<file path="src/rtl/cad_pkg.sv">
`timescale 1ns/1ps
package cad_pkg;
  localparam int TICKS_PER_CYCLE = 3072;
  localparam int FRAC_INC        = 1386;
  localparam int FRAC_WRAP       = 147;
  localparam int FRAC_START      = 67;
  localparam int FRAC_START_M13  = FRAC_START % 13;
  localparam int OFS_W           = 16;
  localparam logic [OFS_W-1:0] NO_INFO = 16'hFFFF;

  typedef enum logic [2:0] {
    RATE_32K, RATE_44K1, RATE_48K, RATE_88K2,
    RATE_96K, RATE_176K4, RATE_192K, RATE_RSVD
  } rate_e;

  function automatic logic is_frac(input logic [2:0] code);
    return code[0] && (code != 3'd7);
  endfunction
endpackage

</file>
<file path="src/rtl/cad_rst_sync.sv">
`timescale 1ns/1ps
module cad_rst_sync (
  input  logic clk,
  input  logic rst_n,
  output logic rst_sync_n
);
  logic [1:0] sync_q;

  always_ff @(posedge clk or negedge rst_n) begin
    if (!rst_n) sync_q <= 2'b00;
    else        sync_q <= {sync_q[0], 1'b1};
  end

  assign rst_sync_n = sync_q[1];
endmodule

</file>
<file path="src/rtl/cad_block_count.sv">
`timescale 1ns/1ps
module cad_block_count
  import cad_pkg::*;
#(
  parameter int DB_W = 6
) (
  input  logic            clk,
  input  logic            rst_n,
  input  logic            init,
  input  logic            adv,
  input  logic [2:0]      rate,
  input  logic            blocking,
  input  logic [DB_W-1:0] syt_ivl,
  input  logic            no_info,
  output logic [DB_W-1:0] count
);
  localparam int PH_W = 7;

  // Shared state: constant count for integer rates, phase for fractional ones
  logic [PH_W-1:0] state_q, state_n;
  logic [1:0]      k;
  logic [PH_W-1:0] wrap;
  logic            frac;
  int              cnt_i;

  assign frac = is_frac(rate);
  assign k    = rate[2:1];
  assign wrap = PH_W'(7'd80 >> k);

  function automatic logic [PH_W-1:0] init_val(input logic [2:0] r);
    case (r)
      3'd0:    return PH_W'(4);
      3'd2:    return PH_W'(6);
      3'd4:    return PH_W'(12);
      3'd6:    return PH_W'(24);
      3'd7:    return PH_W'(6);
      default: return '0;
    endcase
  endfunction

  always_comb begin
    cnt_i = 0;
    if (blocking) begin
      cnt_i = no_info ? 0 : int'(syt_ivl);
    end else if (frac) begin
      if (k == 2'd0)
        cnt_i = 5 + int'(state_q[0] ^ ((state_q == '0) || (state_q >= PH_W'(40))));
      else
        cnt_i = 11 * int'(k) + int'(state_q == '0);
    end else begin
      cnt_i = int'(state_q);
    end
    count = DB_W'(cnt_i);
  end

  always_comb begin
    state_n = state_q;
    if (init)
      state_n = init_val(rate);
    else if (adv && !blocking && frac)
      state_n = (PH_W'(state_q + 7'd1) >= wrap) ? '0 : PH_W'(state_q + 7'd1);
  end

  always_ff @(posedge clk or negedge rst_n) begin
    if (!rst_n) state_q <= PH_W'(6);
    else        state_q <= state_n;
  end

  a_r5_phase_bound: assert property (@(posedge clk) disable iff (!rst_n)
    state_q < PH_W'(80));

  a_r10_blocking_keeps_phase: assert property (@(posedge clk) disable iff (!rst_n)
    (adv && blocking && !init) |=> $stable(state_q));
endmodule

</file>
<file path="src/rtl/cad_syt_offset.sv">
`timescale 1ns/1ps
module cad_syt_offset
  import cad_pkg::*;
(
  input  logic             clk,
  input  logic             rst_n,
  input  logic             init,
  input  logic             adv,
  input  logic [2:0]       rate,
  output logic [OFS_W-1:0] ofs,
  output logic             no_info
);
  localparam int LAST_W = $clog2(2 * TICKS_PER_CYCLE);
  localparam int ST_W   = $clog2(TICKS_PER_CYCLE + 1);
  localparam logic [LAST_W-1:0] TK = LAST_W'(TICKS_PER_CYCLE);

  logic [LAST_W-1:0] last_q, last_n, new_ofs;
  logic [ST_W-1:0]   st_q, st_n, inc;
  logic [3:0]        m13_q, m13_n;
  logic              frac, below, final_ph;

  assign frac     = is_frac(rate);
  assign below    = last_q < TK;
  assign final_ph = st_q == ST_W'(FRAC_WRAP - 1);

  always_comb begin
    if (frac)
      inc = ST_W'(FRAC_INC) +
            ST_W'(((m13_q != 4'd0) && (m13_q[1:0] == 2'b00)) || final_ph);
    else
      inc = st_q;
    new_ofs = below ? LAST_W'(last_q + LAST_W'(inc)) : LAST_W'(last_q - TK);
    no_info = new_ofs >= TK;
    ofs     = no_info ? NO_INFO : OFS_W'(new_ofs);
  end

  always_comb begin
    last_n = last_q;
    st_n   = st_q;
    m13_n  = m13_q;
    if (init) begin
      last_n = TK;
      if (frac) begin
        st_n  = ST_W'(FRAC_START);
        m13_n = 4'(FRAC_START_M13);
      end else begin
        st_n  = (rate == 3'd0) ? ST_W'(TICKS_PER_CYCLE) : ST_W'(TICKS_PER_CYCLE / 3);
        m13_n = 4'd0;
      end
    end else if (adv) begin
      last_n = new_ofs;
      if (below && frac) begin
        st_n  = final_ph ? '0 : ST_W'(st_q + 1'b1);
        m13_n = (final_ph || m13_q == 4'd12) ? 4'd0 : 4'(m13_q + 4'd1);
      end
    end
  end

  always_ff @(posedge clk or negedge rst_n) begin
    if (!rst_n) begin
      last_q <= TK;
      st_q   <= ST_W'(TICKS_PER_CYCLE / 3);
      m13_q  <= 4'd0;
    end else begin
      last_q <= last_n;
      st_q   <= st_n;
      m13_q  <= m13_n;
    end
  end

  a_r3_wrap_down: assert property (@(posedge clk) disable iff (!rst_n)
    (adv && !init && !below) |=> (last_q == $past(last_q) - TK));

  a_r3_last_bound: assert property (@(posedge clk) disable iff (!rst_n)
    last_q < LAST_W'(2 * TICKS_PER_CYCLE));

  a_r7_mod13_bound: assert property (@(posedge clk) disable iff (!rst_n)
    m13_q < 4'd13);
endmodule

</file>
<file path="src/rtl/iso_cadence_gen.sv">
`timescale 1ns/1ps
module iso_cadence_gen
  import cad_pkg::*;
#(
  parameter int DB_W = 6
) (
  input  logic             clk,
  input  logic             rst_n,
  input  logic [2:0]       rate_sel,
  input  logic             blocking,
  input  logic [DB_W-1:0]  syt_ivl,
  input  logic             init,
  input  logic             adv,
  output logic [DB_W-1:0]  data_blocks,
  output logic [OFS_W-1:0] syt_offset,
  output logic             valid
);
  logic             rst_sync_n;
  logic [OFS_W-1:0] ofs_c;
  logic             no_info_c;
  logic [DB_W-1:0]  cnt_c;
  logic [DB_W-1:0]  db_q, db_n;
  logic [OFS_W-1:0] ofs_q, ofs_n;
  logic             vld_q, vld_n;

  cad_rst_sync u_rst (
    .clk        (clk),
    .rst_n      (rst_n),
    .rst_sync_n (rst_sync_n)
  );

  cad_syt_offset u_ofs (
    .clk     (clk),
    .rst_n   (rst_sync_n),
    .init    (init),
    .adv     (adv),
    .rate    (rate_sel),
    .ofs     (ofs_c),
    .no_info (no_info_c)
  );

  cad_block_count #(.DB_W(DB_W)) u_cnt (
    .clk      (clk),
    .rst_n    (rst_sync_n),
    .init     (init),
    .adv      (adv),
    .rate     (rate_sel),
    .blocking (blocking),
    .syt_ivl  (syt_ivl),
    .no_info  (no_info_c),
    .count    (cnt_c)
  );

  always_comb begin
    db_n  = db_q;
    ofs_n = ofs_q;
    vld_n = 1'b0;
    if (adv && !init) begin
      db_n  = cnt_c;
      ofs_n = ofs_c;
      vld_n = 1'b1;
    end
  end

  always_ff @(posedge clk or negedge rst_sync_n) begin
    if (!rst_sync_n) begin
      db_q  <= '0;
      ofs_q <= NO_INFO;
      vld_q <= 1'b0;
    end else begin
      db_q  <= db_n;
      ofs_q <= ofs_n;
      vld_q <= vld_n;
    end
  end

  assign data_blocks = db_q;
  assign syt_offset  = ofs_q;
  assign valid       = vld_q;

  a_r2_valid_after_adv: assert property (@(posedge clk) disable iff (!rst_sync_n)
    valid |-> $past(adv && !init));

  a_r2_hold: assert property (@(posedge clk) disable iff (!rst_sync_n)
    !(adv && !init) |=> ($stable(data_blocks) && $stable(syt_offset)));

  a_r3_offset_legal: assert property (@(posedge clk) disable iff (!rst_sync_n)
    valid |-> ((syt_offset < OFS_W'(TICKS_PER_CYCLE)) || (syt_offset == NO_INFO)));

  a_r8_blocking_empty: assert property (@(posedge clk) disable iff (!rst_sync_n)
    (valid && $past(blocking) && syt_offset == NO_INFO) |-> (data_blocks == '0));

  a_r9_init_clears: assert property (@(posedge clk) disable iff (!rst_sync_n)
    init |=> !valid);
endmodule

</file>
<file path="config.mk">
export PLATFORM = sky130hd
export DESIGN_NAME = iso_cadence_gen
export DESIGN_NICKNAME = d
export VERILOG_FILES = /design/src/rtl/cad_pkg.sv /design/src/rtl/cad_rst_sync.sv /design/src/rtl/cad_block_count.sv /design/src/rtl/cad_syt_offset.sv /design/src/rtl/iso_cadence_gen.sv
export SDC_FILE = /design/constraint.sdc
export NUM_CORES = 1
export LEC_CHECK = 0
export BUFFER_PORTS_ARGS = -buffer_cell sky130_fd_sc_hd__buf_2
export CORE_ASPECT_RATIO = 1.5
export CORE_UTILIZATION = 50
export CTS_BUF_LIST = sky130_fd_sc_hd__clkbuf_4 sky130_fd_sc_hd__clkbuf_8 sky130_fd_sc_hd__clkbuf_16
export DETAILED_ROUTE_END_ITERATION = 10
export GPL_TIMING_DRIVEN = 0
export HOLD_SLACK_MARGIN = 0.15
export PLACE_DENSITY_LB_ADDON = 0.15
export SKIP_CTS_REPAIR_TIMING = 1
export SKIP_LAST_GASP = 1
export SLEW_MARGIN = 30
export SYNTH_ARGS = -nofsm -noshare
export SYNTH_HDL_FRONTEND = slang
export SYNTH_SLANG_ARGS = --single-unit
</file>
<file path="constraint.sdc">
create_clock -name clk -period 2.28 [get_ports clk]
set_clock_uncertainty 0.2 [all_clocks]
set_input_delay 0.228 -clock clk [delete_from_list [all_inputs] [get_ports clk]]
set_output_delay 0.228 -clock clk [all_outputs]
set_load 0.05 [all_outputs]
</file>
# --- Yosys cells after proc, flatten, opt, wreduce, memory -nomap -nowiden ---
# Cells that the tools add are included.
totals:
  regBits: 61
  input_bits: 14
  output_inout_bits: 23
  word_cells: 76
op_classes:
  add_sub_neg: 8
  multipliers: 1
  order_cmp: 4
  n_eq_ne: 7
  shift: 1
  mux: 25
  bitwise: 1
  n_reduce_logical: 21
op_table:
  columns: ["cell", "n"]
  rows:
  - ["2-to-1 mux 12 bit", 7]
  - ["2-to-1 mux 13 bit", 3]
  - ["2-to-1 mux 6 bit", 4]
  - ["2-to-1 mux 7 bit", 3]
  - ["case mux 5 bit (4 select lines)", 1]
  - ["2-to-1 mux 16 bit", 1]
  - ["2-to-1 mux 4 bit", 4]
  - ["adder 13 x 12 -> 13 bit", 1]
  - ["greater-or-equal comparator 13 x 12 -> 1 bit, second input constant", 1]
  - ["< comparator 13 x 12 -> 1 bit, second input constant", 1]
  - ["subtractor 13 x 12 -> 13 bit, second input constant", 1]
  - ["adder 11 x 1 -> 12 bit, first input constant", 1]
  - ["adder 12 x 1 -> 12 bit, second input constant", 1]
  - ["== test 12 x 8 -> 1 bit, second input constant", 1]
  - ["== test 3 bit, second input constant", 3]
  - ["adder 7 x 1 -> 7 bit, second input constant", 1]
  - ["greater-or-equal comparator 7 x 6 -> 1 bit, second input constant", 1]
  - ["greater-or-equal comparator 7 bit", 1]
  - ["zero test 7 bit", 1]
  - ["right shift 7 x 2 -> 7 bit, first input constant", 1]
  - ["adder 6 x 1 -> 6 bit", 1]
  - ["logical AND 1 bit", 6]
  - ["multiplier 4 x 2 -> 6 bit, first input constant", 1]
  - ["nonzero test 2 bit", 3]
  - ["15 further kinds", 19]

# --- Longest topological paths before layout ---
depth:
  word_depth: 10
  ltp_mapped: 16
  ltp_nobuf: 14

# --- Hierarchy ---
# Synthesis repeated with hierarchy kept, for this count alone.
hier_totals:
  cells_unflattened: 479
  hier_area_um2: 4424.2
by_module_without_submodules:
  columns: ["mod", "instances", "cells_each", "area_per_inst_um2", "seq_area_each_um2"]
  rows:
  - ["cad_syt_offset", 1, 307, 2428.6, 729.4]
  - ["iso_cadence_gen", 1, 49, 979.7, 595.6]
  - ["cad_block_count", 1, 120, 962.2, 177.7]
  - ["cad_rst_sync", 1, 3, 53.8, 50.0]

# --- Worst setup path after synthesis ---
# Ideal clock, no wire load.
synth_path:
  path_kind: "reg-to-reg"
  startpoint: "reg u_ofs.st_q[5]"
  endpoint: "reg db_q[0], in the netlist data_blocks[0]"
  setup_ns: 0.120
  arrival_time_ns: 3.145
  required_time_ns: 1.960
  path_slack_ns: -1.186
  stages_incl_launch_ff: 16
  path_cell_list: "dfrtp_1 > nor4b_2 > nand4_1 > or4_1 > buf_2 > a31oi_1 > ha_1 > fa_1 > a21oi_1 > o21ai_2 > nand4_1 > a21oi_1 > o211ai_2 > and2_4 > buf_6 > a41o_1"
synth_between:
  elab_chain_len: 9
synth_rtl:
  columns: ["item", "line_no", "rtl"]
  rows:
  - ["from (decl)", "cad_syt_offset.sv:18", "logic [ST_W-1:0] st_q, st_n, inc;"]
  - ["from (signal assigned)", "cad_syt_offset.sv:62", "st_q <= ST_W'(TICKS_PER_CYCLE / 3);"]
  - ["from (signal assigned)", "cad_syt_offset.sv:66", "st_q <= st_n;"]
  - ["== test 12 x 8 -> 1 bit", "cad_syt_offset.sv:24", "assign final_ph = st_q == ST_W'(FRAC_WRAP - 1);"]
  - ["logical OR 1 bit", "cad_syt_offset.sv:29", "ST_W'(((m13_q != 4'd0) && (m13_q[1:0] == 2'b00)) || final_ph);"]
  - ["adder 11 x 1 -> 12 bit", "cad_syt_offset.sv:28", "inc = ST_W'(FRAC_INC) +"]
  - ["2-to-1 mux 12 bit (*)", "cad_syt_offset.sv:27", "if (frac)"]
  - ["adder 13 x 12 -> 13 bit (*)", "cad_syt_offset.sv:32", "new_ofs = below ? LAST_W'(last_q + LAST_W'(inc)) : LAST_W'(last_q - TK);"]
  - ["2-to-1 mux 13 bit (*)", "cad_syt_offset.sv:32", null]
  - ["greater-or-equal comparator 13 x 12 -> 1 bit (*)", "cad_syt_offset.sv:33", "no_info = new_ofs >= TK;"]
  - ["2-to-1 mux 6 bit (*)", "cad_block_count.sv:44", "cnt_i = no_info ? 0 : int'(syt_ivl);"]
  - ["2-to-1 mux 6 bit (*)", "cad_block_count.sv:43", "if (blocking) begin"]
  - ["to (signal assigned)", "iso_cadence_gen.sv:71", "db_q <= db_n;"]
  - ["to (decl)", "iso_cadence_gen.sv:22", "logic [DB_W-1:0] db_q, db_n;"]
# Mark *: on every way between the ends. The rest lies on a longest branch, timed or not.
# A chain may end at the register's enable or synchronous reset.

# --- Worst setup path after layout ---
layout_path:
  startpoint: "reg u_ofs.st_q[6]"
  endpoint: "reg db_q[2], in the netlist data_blocks[2]"
# Same word-level chain as after synthesis.

==> metrics <==
drt first pass iters 4; top cells by area, synth dfrtp_1 (25%), dfstp_2 (12%), ha_1 (9.2%); MaxCap Viol Count 0; Syn Std Cell Area approximately 4100 sq um; outcome finished with violations; Synth top area share 0.245; Worst Hold Class flop to flop; Die X 75.8 microns; syn_area_per_cell 8.91 sq um; P&R area growth vs syn 32.9%; maximum clock path buffer count 2; latest clock arrival within the worst-skew pair 0.33 ns; failing checks setup timing; Final Power 4.39 mW; most common cell in the netlist nand2_1; CTS Sinks slightly below 60; fmax 261 MHz; FF-to-FF End data_blocks[2]; WHS around 0.16 ns; crit path from u_ofs.st_q[6]; Slew @ Worst Pin between 0.8 and 0.9 ns; Clock transition at path regs 0.05 ns; grt ovf 0; async set-reset flop share out of synthesis 1.00; Post-DP HPWL 7.74 mm; RSZ-0062 raised after global routing true; crit path kind flop to flop; # setup viols final 53; #FFs+latches synth 59; Yosys cell types 68; Post-synth EDFFs 0; Setup WS post-layout -1.55 ns; Leak Pwr 2.36 nW; most frequent cells after synthesis nand2_1 (44), nor2_1 (42), dfrtp_1 (40), a21oi_1 (39), o21ai_0 (32); io pins 37; worst path arrival time just under 4 ns; die area 8540 sq um; Slew HR 0.419; Num CTS Buffers 9; CTS tree built; Avg WL per Cell roughly 18 microns; initial antenna violation count 0; RR Startpoint u_ofs.st_q[6]; Power per Cell Area ~810 nW/um^2; sequential area share after synthesis 0.367; Top FF cell, synth dfrtp_1; post-synth net total 503; Nets 597; Core Util, Final 0.682; Site Rows 40; Ant. Diodes 0; TNS Setup -43.84 ns; H-Tree Level Count 3; share of layout cells above drive strength 1 0.330; vias in the first global route 3641; Via density 5.87; Final Slew Violations 0; R2R setup slack -1.55 ns; Worst Setup End Kind flop; Critical Path Source Type flop; DR iter-0 viols 239; DR vias slightly below 4k; Post-Place Worst Slack -1.71 ns; Fin. Hold Viols 0; post-route ant nets 0; final wirelength 11.9 mm; Worst Path Required ~2.3 ns; Mapped Cells between 400 and 500; YS warnings 0; VDD IR max 0.516 mV; Die Ht 113 microns; Core Box Area 7960 sq um; I/O Buffers 35; Yosys top cell by area dfrtp_1; Root Buffer clkbuf_16; Initial Util 0.513; pin count of the biggest net entering global routing 34; Reg2Reg Depth 14; fin crit period 3.83 ns; routability cong. between 0.8 and 0.9; critical-path maximum fanout 7; # DRC 0; gr usage total 0.271; CP Capture Point data_blocks[2]; final worst path period share 1.68; first-pass GRT wire length between 15 and 20 mm
-- routing by layer --
metal,share of wire,GRT usage,vias up
met3,0.032,0.0503,32
met2,0.54,0.483,82
met4,0.037,0.110,0
met5,0,0,-
met1,0.39,0.305,1929
li1,-,-,1844
-- cell families (layout without fill, tap and decap cells) --
group,count (synthesis),count (layout),synth area share
AO/OA/AOI/OAI,135,135,0.222
XOR/XNOR,19,19,0.0408
adder cells (fa/ha/maj),31,31,0.0968
buffers and inverters,37,135,0.0392
flip-flops,59,59,0.367
multiplexers,10,10,0.0245
other,1,1,0.000919
AND/OR/NAND/NOR,166,167,0.209
-- how the worst min path moves through the flow --
stage | start | end | slack, ns | depth (start not counted)
after floorplan | rst_n | u_rst.sync_q[0] | -0.27 | 0
final | u_rst.sync_q[0] | u_rst.sync_q[1] | 0.16 | 0
after CTS | rst_n | u_rst.sync_q[1] | -0.54 | 1
after global routing | rate_sel[1] | u_cnt.state_q[4] | 0.17 | 3
after detailed placement | rst_n | u_rst.sync_q[0] | -0.19 | 1
after global placement | rst_n | u_rst.sync_q[0] | -0.19 | 1
-- flip-flops by register name, summed over array words and instances (netlist names) --
name	count
u_ofs.m13_q	4
u_rst.sync_q	2
data_blocks	6
valid	1
u_ofs.last_q	13
syt_offset	14
u_cnt.state_q	7
u_ofs.st_q	12
-- placed cells by master, fill, tap and decap left out, types with 6 or more instances in the layout --
| cell type | count |
|---|---|
| nor3b_1 | 7 |
| a31oi_1 | 11 |
| clkbuf_1 | 13 |
| xnor2_1 | 11 |
| mux2i_1 | 9 |
| clkbuf_16 | 9 |
| buf_4 | 32 |
| ha_1 | 25 |
| nor2_1 | 41 |
| and3_1 | 11 |
| o21ai_0 | 19 |
| buf_6 | 6 |
| nand3_1 | 7 |
| nand2_1 | 38 |
| dfstp_2 | 19 |
| a21oi_1 | 30 |
| nand2_2 | 6 |
| buf_2 | 36 |
| dlygate4sd3_1 | 12 |
| dfrtp_2 | 6 |
| and2_1 | 7 |
| inv_1 | 13 |
| nand2b_1 | 14 |
| o21ai_1 | 13 |
| a21oi_2 | 6 |
| dfrtp_1 | 33 |
-- stage by stage --
stage                     instances  instance area, sq um
after floorplan                 458                  4150
after detailed placement        599                  4480
final                           662                  5430
after global routing            662                  5430
after CTS                       615                  4750
after global placement          598                  4460
-- worst max-delay path, stage by stage, from the launching register on --
cell and delay [ns]:
dfrtp_2 0.43, nor4b_4 0.28, nand4_1 0.16, or4_1 0.52
buf_6 0.16, a31oi_4 0.21, ha_4 0.17, fa_2 0.25
a21oi_4 0.07, o21ai_2 0.14, nand4_1 0.16, and3_4 0.23
o211ai_4 0.31, and2_4 0.27, a41o_1 0.20
-- layout make-up --
class / count / area (sq um)
clock inverter: 6 / 32.5
tap: 105 / 131
sequential: 59 / 1510
inverter: 16 / 62.6
clock buffer: 10 / 233
fill: 598 / 2530
buffer: 20 / 96.3
timing repair buffer: 83 / 609
multi-input combinational: 363 / 2750
-- power breakdown --
part / total, mW / internal [mW] / switching (mW)
Clock: 1.21 / 0.735 / 0.478
Combinational: 1.77 / 0.618 / 1.15
Sequential: 1.41 / 1.28 / 0.127
Power figures use the tool's default switching activity.
